## src/rtl/caltime_pkg.sv

```systemverilog
package caltime_pkg;

  typedef struct packed {
    logic [4:0] hr;
    logic [5:0] mn;
    logic [5:0] sc;
  } tod_t;

  typedef struct packed {
    logic       leap;
    logic [7:0] yr;
    logic [3:0] mo;
    logic [4:0] dy;
  } date_t;

  // true on the final second of a day
  function automatic logic tod_at_end(tod_t t);
    return (t.hr >= 5'd23) && (t.mn >= 6'd59) && (t.sc >= 6'd59);
  endfunction

  function automatic tod_t tod_step(tod_t t);
    tod_t n = t;
    if (t.sc >= 6'd59) begin
      n.sc = 6'd0;
      if (t.mn >= 6'd59) begin
        n.mn = 6'd0;
        n.hr = (t.hr >= 5'd23) ? 5'd0 : t.hr + 5'd1;
      end else begin
        n.mn = t.mn + 6'd1;
      end
    end else begin
      n.sc = t.sc + 6'd1;
    end
    return n;
  endfunction

  function automatic logic [4:0] month_len(logic [3:0] mo, logic leap);
    case (mo)
      4'd2:                   return leap ? 5'd29 : 5'd28;
      4'd4, 4'd6, 4'd9, 4'd11: return 5'd30;
      default:                return 5'd31;
    endcase
  endfunction

  function automatic date_t date_step(date_t d, logic [7:0] ymax);
    date_t n = d;
    if (d.dy >= month_len(d.mo, d.leap)) begin
      n.dy = 5'd1;
      if (d.mo >= 4'd12) begin
        n.mo = 4'd1;
        n.yr = (d.yr >= ymax) ? 8'd0 : d.yr + 8'd1;
      end else begin
        n.mo = d.mo + 4'd1;
      end
    end else begin
      n.dy = d.dy + 5'd1;
    end
    return n;
  endfunction

endpackage

```

## src/rtl/caltime_commit.sv

```systemverilog
module caltime_commit #(
  parameter int COMMIT_CYC = 4
) (
  input  logic clk,
  input  logic rst_n,
  input  logic start,
  output logic busy,
  output logic fire
);
  localparam int CNT_W = (COMMIT_CYC > 1) ? $clog2(COMMIT_CYC) : 1;
  localparam logic [CNT_W-1:0] LOAD = CNT_W'(COMMIT_CYC - 1);

  logic [CNT_W-1:0] cnt;

  // a fresh write restarts the window instead of committing
  assign fire = busy && (cnt == '0) && !start;

  always_ff @(posedge clk or negedge rst_n) begin
    if (!rst_n) begin
      busy <= 1'b0;
      cnt  <= '0;
    end else if (start) begin
      busy <= 1'b1;
      cnt  <= LOAD;
    end else if (fire) begin
      busy <= 1'b0;
    end else if (busy) begin
      cnt <= cnt - 1'b1;
    end
  end
endmodule

```

## src/rtl/caltime_tod.sv

```systemverilog
module caltime_tod
  import caltime_pkg::*;
(
  input  logic clk,
  input  logic rst_n,
  input  logic tick,
  input  logic wr,
  input  tod_t wval,
  input  logic commit,
  output tod_t live,
  output logic day_carry
);
  tod_t shadow;
  tod_t src;

  assign src       = commit ? shadow : live;
  assign day_carry = tick && tod_at_end(src);

  always_ff @(posedge clk or negedge rst_n) begin
    if (!rst_n) begin
      live   <= '0;
      shadow <= '0;
    end else begin
      live <= tick ? tod_step(src) : src;
      if (wr)
        shadow <= wval;
      else if (tick)
        shadow <= tod_step(shadow);
    end
  end
endmodule

```

## src/rtl/caltime_date.sv

```systemverilog
module caltime_date
  import caltime_pkg::*;
#(
  parameter int YEAR_W = 6
) (
  input  logic  clk,
  input  logic  rst_n,
  input  logic  step,
  input  logic  wr,
  input  date_t wval,
  input  logic  commit,
  output date_t live
);
  localparam logic [7:0] YMAX = 8'((1 << YEAR_W) - 1);
  localparam date_t RST_DATE = '{leap: 1'b0, yr: 8'd0, mo: 4'd1, dy: 5'd1};

  date_t shadow;
  date_t src;

  assign src = commit ? shadow : live;

  always_ff @(posedge clk or negedge rst_n) begin
    if (!rst_n) begin
      live   <= RST_DATE;
      shadow <= RST_DATE;
    end else begin
      live <= step ? date_step(src, YMAX) : src;
      if (wr)
        shadow <= wval;
      else if (step)
        shadow <= date_step(shadow, YMAX);
    end
  end
endmodule

```

## src/rtl/caltime_regs.sv

```systemverilog
module caltime_regs
  import caltime_pkg::*;
#(
  parameter bit WIDE_YEAR  = 1'b0,
  parameter int COMMIT_CYC = 4,
  parameter int ADDR_W     = 8
) (
  input  logic              clk,
  input  logic              rst_n,
  input  logic [ADDR_W-1:0] bus_addr,
  input  logic [31:0]       bus_wdata,
  input  logic              bus_we,
  output logic [31:0]       bus_rdata,
  input  logic              sec_tick
);
  localparam int YEAR_W   = WIDE_YEAR ? 8 : 6;
  localparam int LEAP_POS = WIDE_YEAR ? 24 : 22;
  localparam logic [ADDR_W-1:0] A_STAT = ADDR_W'(0);
  localparam logic [ADDR_W-1:0] A_DATE = ADDR_W'(4);
  localparam logic [ADDR_W-1:0] A_TIME = ADDR_W'(8);
  localparam int NREG = 2;  // 0: time, 1: date

  logic [NREG-1:0] wr_hit, busy, fire;
  tod_t  tod_wval, tod_live;
  date_t date_wval, date_live;
  logic  day_carry;
  logic  time_busy, date_busy, time_fire, date_fire;

  assign wr_hit[0] = bus_we && (bus_addr == A_TIME);
  assign wr_hit[1] = bus_we && (bus_addr == A_DATE);

  for (genvar i = 0; i < NREG; i++) begin : g_commit
    caltime_commit #(.COMMIT_CYC(COMMIT_CYC)) u_commit (
      .clk   (clk),
      .rst_n (rst_n),
      .start (wr_hit[i]),
      .busy  (busy[i]),
      .fire  (fire[i])
    );
  end

  assign time_busy = busy[0];
  assign date_busy = busy[1];
  assign time_fire = fire[0];
  assign date_fire = fire[1];

  always_comb begin
    tod_wval.sc = bus_wdata[5:0];
    tod_wval.mn = bus_wdata[13:8];
    tod_wval.hr = bus_wdata[20:16];
    date_wval      = '0;
    date_wval.dy   = bus_wdata[4:0];
    date_wval.mo   = bus_wdata[11:8];
    date_wval.yr[YEAR_W-1:0] = bus_wdata[16 +: YEAR_W];
    date_wval.leap = bus_wdata[LEAP_POS];
  end

  caltime_tod u_tod (
    .clk       (clk),
    .rst_n     (rst_n),
    .tick      (sec_tick),
    .wr        (wr_hit[0]),
    .wval      (tod_wval),
    .commit    (time_fire),
    .live      (tod_live),
    .day_carry (day_carry)
  );

  caltime_date #(.YEAR_W(YEAR_W)) u_date (
    .clk    (clk),
    .rst_n  (rst_n),
    .step   (day_carry),
    .wr     (wr_hit[1]),
    .wval   (date_wval),
    .commit (date_fire),
    .live   (date_live)
  );

  always_comb begin
    bus_rdata = '0;
    if (bus_addr == A_STAT) begin
      bus_rdata[8] = time_busy;
      bus_rdata[7] = date_busy;
    end else if (bus_addr == A_TIME) begin
      bus_rdata[5:0]   = tod_live.sc;
      bus_rdata[13:8]  = tod_live.mn;
      bus_rdata[20:16] = tod_live.hr;
    end else if (bus_addr == A_DATE) begin
      bus_rdata[4:0]          = date_live.dy;
      bus_rdata[11:8]         = date_live.mo;
      bus_rdata[16 +: YEAR_W] = date_live.yr[YEAR_W-1:0];
      bus_rdata[LEAP_POS]     = date_live.leap;
    end
  end

  logic unused_bits;
  assign unused_bits = ^{bus_wdata, date_live.yr};
endmodule

```

## config.mk

```make
export PLATFORM = sky130hd
export DESIGN_NAME = caltime_regs
export DESIGN_NICKNAME = d
export VERILOG_FILES = /design/src/rtl/caltime_pkg.sv /design/src/rtl/caltime_commit.sv /design/src/rtl/caltime_tod.sv /design/src/rtl/caltime_date.sv /design/src/rtl/caltime_regs.sv
export SDC_FILE = /design/constraint.sdc
export NUM_CORES = 1
export LEC_CHECK = 0
export ABC_CLOCK_PERIOD_IN_PS = 5450
export BUFFER_PORTS_ARGS = -buffer_cell sky130_fd_sc_hd__buf_2
export CAP_MARGIN = 10
export CORE_MARGIN = 3
export CORE_UTILIZATION = 59
export CTS_BUF_LIST = sky130_fd_sc_hd__clkbuf_16
export CTS_CLUSTER_SIZE = 40
export DETAILED_ROUTE_END_ITERATION = 10
export PLACE_DENSITY = 0.84
export SYNTH_ARGS = -nofsm -noshare
export SYNTH_HDL_FRONTEND = slang
export SYNTH_SLANG_ARGS = --single-unit
```

## constraint.sdc

```tcl
create_clock -name clk -period 5.45 [get_ports clk]
set_input_delay 0.2725 -clock clk [delete_from_list [all_inputs] [get_ports clk]]
set_output_delay 0.2725 -clock clk [all_outputs]
set_load 0.01 [all_outputs]
```

# After elaboration in Yosys (flattened, before gate mapping)
# Cells that the tools add are included.
[op_classes]
add_sub_neg = 14
magnitude_cmp = 12
n_eq_ne = 14
mux = 58
reduce_logical = 32
[ops]
columns = ["operator", "count"]
rows = [
  ["two-way mux 17 bit", 6],
  ["two-way mux 5 bit", 12],
  ["two-way mux 18 bit", 2],
  ["two-way mux 8 bit", 4],
  ["two-way mux 6 bit", 5],
  ["adder 6 x 1 -> 6 bit (second input constant)", 4],
  [">= comparator 6 bit (second input constant)", 4],
  ["two-way mux 12 bit", 2],
  ["two-way mux 11 bit", 2],
  ["adder 5 x 1 -> 5 bit (second input constant)", 4],
  ["one-hot mux 5 bit (2 select lines)", 2],
  ["nonzero test 2 bit", 10],
  ["adder 8 x 1 -> 8 bit (second input constant)", 2],
  ["equality test 4 x 3 -> 1 bit (second input constant)", 4],
  ["equality test 4 bit (second input constant)", 4],
  [">= comparator 8 x 6 -> 1 bit (second input constant)", 2],
  ["two-way mux 2 bit", 8],
  ["two-way mux 4 bit", 4],
  ["two-way mux 7 bit", 2],
  [">= comparator 5 bit", 2],
  [">= comparator 5 bit (second input constant)", 2],
  ["logical AND 1 bit", 9],
  ["two-way mux 1 bit", 9],
  ["adder 4 x 1 -> 4 bit (second input constant)", 2],
  ["other kinds (12)", 23],
]
[word_totals]
reg_bits = 76
input_bits = 44

# Depth between registers and ports, before layout
[depth]
ltp_word = 15
mapped_depth = 19

# Cells and area by module
# From an unflattened synthesis, not the netlist that was laid out.
[unflattened]
cells_unflattened = 621
area_unflattened_um2 = 5577.8
[modules_own_cells]
columns = ["mod", "n_inst", "cells_per_inst", "area_each_um2", "seq_area_each_um2"]
rows = [
  ["caltime_date", 1, 279, 2471.1, 905.9],
  ["caltime_tod", 1, 250, 2307.2, 850.8],
  ["caltime_regs", 1, 60, 474.2, 0.0],
  ["caltime_commit", 2, 16, 162.7, 75.1],
]

# Worst setup path before layout
# No wires, ideal clock.
[synth_timing]
path_kind = "register -> register"
startpoint = "register g_commit[0].u_commit.cnt[0]"
endpoint = "register u_date.shadow[12] in the netlist's numbering"
setup_ns = 0.077
arrival_time_ns = 3.825
t_required_ns = 5.373
setup_slack_ns = 1.549
stages_incl_launch_ff = 19
path_buffers = 4
period_less_slack_ns = 3.901
path_cell_list = "dfrtp_1 > inv_1 > ha_1 > clkbuf_1 > nand2_1 > a31oi_1 > buf_2 > buf_2 > mux2i_1 > inv_1 > ha_1 > nor2_1 > and4_1 > a2111oi_2 > nand4_1 > or3_1 > buf_2 > o41a_1 > o21ai_1"
[synth_via]
elab_chain_len = 10
elab_cells_between_ends = 12
[synth_lines]
columns = ["element", "line", "rtl"]
rows = [
  ["start, declared", "caltime_commit.sv:13", "logic [CNT_W-1:0] cnt;"],
  ["start signal, assigned", "caltime_commit.sv:28", "cnt <= cnt - 1'b1;"],
  ["logical NOT 2 bit *", "caltime_commit.sv:16", "assign fire = busy && (cnt == '0) && !start;"],
  ["logical AND 1 bit * (2 in a row)", "caltime_commit.sv:16", ""],
  ["two-way mux 17 bit *", "caltime_tod.sv:16", "assign src = commit ? shadow : live;"],
  [">= comparator 6 bit or >= comparator 5 bit (tied branches)", "caltime_pkg.sv:18", "return (t.hr >= 5'd23) && (t.mn >= 6'd59) && (t.sc >= 6'd59);"],
  ["logical AND 1 bit", "caltime_pkg.sv:18", ""],
  ["logical AND 1 bit *", "caltime_pkg.sv:18", ""],
  ["logical AND 1 bit *", "caltime_tod.sv:17", "assign day_carry = tick && tod_at_end(src);"],
  ["nonzero test 2 bit (no source line) *", "-", ""],
  ["AND reduction 3 bit (no source line) *", "-", ""],
  ["end signal, assigned", "caltime_date.sv:29", "shadow <= wval;"],
  ["end signal, assigned", "caltime_date.sv:31", "shadow <= date_step(shadow, YMAX);"],
  ["end, declared", "caltime_date.sv:17", "date_t shadow;"],
]
# Mark *: on every way between the ends. The rest lies on a longest branch, timed or not.
# A chain may end at the register's enable or synchronous reset.

# Final worst setup path
[layout_timing]
startpoint = "register g_commit[0].u_commit.cnt[0]"
endpoint = "register u_date.shadow[3] in the netlist's numbering"
[layout_via]
elab_chain_len = 9
elab_cells_between_ends = 11
[layout_lines]
columns = ["element", "line"]
rows = [
  ["logical NOT 2 bit *", "caltime_commit.sv:16"],
  ["logical AND 1 bit * (2 in a row)", "caltime_commit.sv:16"],
  ["two-way mux 17 bit *", "caltime_tod.sv:16"],
  [">= comparator 6 bit or >= comparator 5 bit (tied branches)", "caltime_pkg.sv:18"],
  ["logical AND 1 bit", "caltime_pkg.sv:18"],
  ["logical AND 1 bit *", "caltime_pkg.sv:18"],
  ["logical AND 1 bit *", "caltime_tod.sv:17"],
  ["nonzero test 2 bit (no source line) *", "-"],
]
# Marks and branches as above.

==> reports/qor.yml <==
run_status:
  run_status: "finished clean"
yosys:
  synthesis.area_um2: 5500
  synth_top_area_share: 0.328
  synth-compound-area-share: 0.208
  synth_edf_count: 0
  ys_ff_latch: 76
  synthCells: 651
  synth.distinct_cells: 68
  ys.flop_type: "dfrtp_1"
  syn_avg_cell_area_um2: 8.45
  synth_top_family_by_area: "simple AND/OR/NAND/NOR gates"
  yosys-top-cells-count: "dfrtp_1, nand2_1, nor2_1, o21ai_0"
  synthMuxAreaShare: 0.0842
  async_flop_share: 1.00
  synth_top_cell_by_area: "dfrtp_1"
  yosysSeqAreaShare: 0.347
  synthAdderAreaFrac: 0.0564
  synth_most_common_cell: "dfrtp_1"
  synth_area_leaders: "dfrtp_1, mux2i_1, ha_1"
  synth_xor_area_frac: 0.00637
  yosys.area_share.simple: 0.235
  yosysWarnings: 0
sta:
  tightest_slew_ns: 1.02
  grt_setup_unrepaired: "false"
  period_minus_slack_ns: 4.33
  fin_setup_tns_ns: 0
  holdWs_ns: 0.0839
  min_period_over_period: 0.795
  finalSetupViolCount: 0
  hold_viol: 0
  drv_slew: 0
  relSlewSlack: 0.320
  final.setup_skew_ns: 0.00587
  fmax_mhz: 231
clock_network:
  cts_tree: "built"
  cts_root_buffer: "clkbuf_16"
  cts-buffers-inserted: 9
  clock_tree.buffer_depth: 2
  htree_levels: 3
  cts.sinks: 76
  cts.repair.resized: 0
  clk_pin_slew_ns: 0.06
  ctsHoldBuffers: 0
  post_cts_buffers: 0
  clkLatencyLatePin_ns: 0.34
power:
  power_mw: 1.63
  max-vdd-ir-drop_v: 0.000176
  p_leak_nw: 2.66
  power_density_nw_per_um2: 272
run:
  maxCapViolations: 0
grt:
  grtUsageTotal: 0.293
  grt_pass1_wl_um: 24400
  grt-ovfl-total: 0
  antenna_found_initial: 0
  grt_max_degree: 77
  grt_pass1_vias: 4964
placed_design:
  routabilityCongestion: 0.922
  hpwl_um: 10900
  port_buffers: 50
critical_path:
  path_delay_family: "simple AND/OR/NAND/NOR gates"
  critPathKind: "reg -> reg"
  crit_fanout: 15
  worstSetupEndpointType: "flop"
  cp_slowest_cell: "and4_1"
  required_ns: 5.70
  r2r_start: "g_commit[0].u_commit.cnt[0]$_DFFE_PN0P_"
  cp.arrival_ns: 4.59
  critPathLaunch: "g_commit[0].u_commit.cnt[0]$_DFFE_PN0P_"
  slowest_delay_ns: 0.58
  critical_path.startpoint_type: "flop"
  worstPathCellList: "inv_1 -> ha_1 -> nand2_1 -> a31oi_2 -> mux2i_1 -> inv_1 -> ha_1 -> nor2_1 -> and4_1 -> a2111oi_2 -> and4_1 -> nand2_1 -> or3_1 -> a31oi_1"
  cp.buffers_inverters: 2
routing:
  drc: 0
  via_count: 5271
  antenna_left: 0
  dr.pass1.iters: 5
  routed_wl_um: 15000
  drt_iter0_markers: 401
  viasPerCell: 6.67
  routedWlPerCell_um: 19.0
layout:
  nNetsFinal: 746
  area_growth_pct: 8.99
  utilization: 0.674
  drive_gt1_frac: 0.136
  fillers: 704
  antennaDiodeCount: 0
floorplan:
  num_io_pins: 76
  die-area_um2: 10500
  num_rows: 34
  die_h_um: 103
  initial_core_util: 0.619
  core_um2: 8890
  die_x_um: 103
hold_path:
  hp-class: "in -> async"
[path summary, 6_finish.rpt]
check	end	slack, ns	cells after the start
worst max-delay path	u_date.shadow[3]$_DFFE_PN0P_	1.12	14
worst min-delay path	g_commit[1].u_commit.cnt[0]$_DFFE_PN0P_	0.08	1
worst max register to register	u_date.shadow[3]$_DFFE_PN0P_	1.12	14
worst min register to register	g_commit[0].u_commit.cnt[1]$_DFFE_PN0P_	0.51	2
max in group asynchronous	u_tod.live[13]$_DFF_PN0_	4.70	1
min in group clk	u_date.shadow[17]$_DFFE_PN0P_	0.15	3
[where the power goes]
group          internal [mW]  switching, mW  total, mW  leakage [nW]
combinational          0.148          0.211      0.359          1.59
clock                  0.301          0.235      0.536         0.122
sequential             0.641         0.0957      0.736         0.944
total                   1.09          0.541       1.63          2.66
[per-layer routing]
metal	track usage	part of all wire	vias to the layer above
li1	-	-	2418
met1	0.385	0.39	2550
met2	0.497	0.50	259
met3	0.0325	0.074	44
met4	0.117	0.033	0
met5	0	0	-
[through the flow]
stage          instance area, µm²  cells  setup WS (ns)
6_report                     5990    790           1.12
5_1_grt                      5990    790          0.898
4_1_cts                      5990    790           1.26
3_5_place_dp                 5740    775           1.15
3_3_place_gp                 5740    775           1.39
2_1_floorplan                5540    662           1.55
[cell families (layout without fill, tap and decap cells)]
| group | count (synthesis) | count (layout) |
|---|---|---|
| multiplexers | 44 | 44 |
| AO/OA/AOI/OAI | 175 | 175 |
| other | 1 | 12 |
| adder cells (fa/ha/maj) | 25 | 25 |
| buffers and inverters | 76 | 96 |
| AND/OR/NAND/NOR | 250 | 250 |
| XOR/XNOR | 4 | 4 |
| flip-flops | 76 | 76 |
[layout by cell type (no fill, tap or decap), types with 12 or more instances in the layout]
| cell type | Yosys | layout |
|---|---|---|
| and3_1 | 17 | 17 |
| nand3_1 | 37 | 37 |
| nand2_1 | 69 | 69 |
| buf_2 | 9 | 49 |
| dfrtp_1 | 72 | 72 |
| nor3_1 | 15 | 15 |
| nor2_1 | 55 | 55 |
| inv_1 | 27 | 27 |
| ha_1 | 24 | 24 |
| mux2i_1 | 35 | 35 |
| o21ai_0 | 46 | 46 |
| a22o_1 | 14 | 14 |
| conb_1 | 1 | 12 |
| a21oi_1 | 37 | 37 |
[registers in the layout (all words and copies together), names as in the netlist]
| signal | cells |
|---|---|
| u_tod.live | 17 |
| g_commit.u_commit.busy | 2 |
| u_date.shadow | 18 |
| u_tod.shadow | 17 |
| g_commit.u_commit.cnt | 4 |
| u_date.live | 18 |
[worst reg2reg max path, delay by kind of cell (launching register included)]
family | cells | cell delay, ns
AO/OA/AOI/OAI | 3 | 0.92
flip-flops | 1 | 0.36
AND/OR/NAND/NOR | 6 | 1.98
adder cells (fa/ha/maj) | 2 | 0.63
multiplexers | 1 | 0.18
buffers and inverters | 2 | 0.19
[final cells by class]
class	instances	area [µm²]	area share
Clock buffer	9	225	0.0376
Tap cell	108	135	0.0225
Clock inverter	6	32.5	0.00543
Inverter	27	101	0.0169
Sequential cell	76	1910	0.318
Timing Repair Buffer	54	283	0.0472
Multi-Input combinational cell	510	3310	0.552
Power figures use the tool's default switching activity.
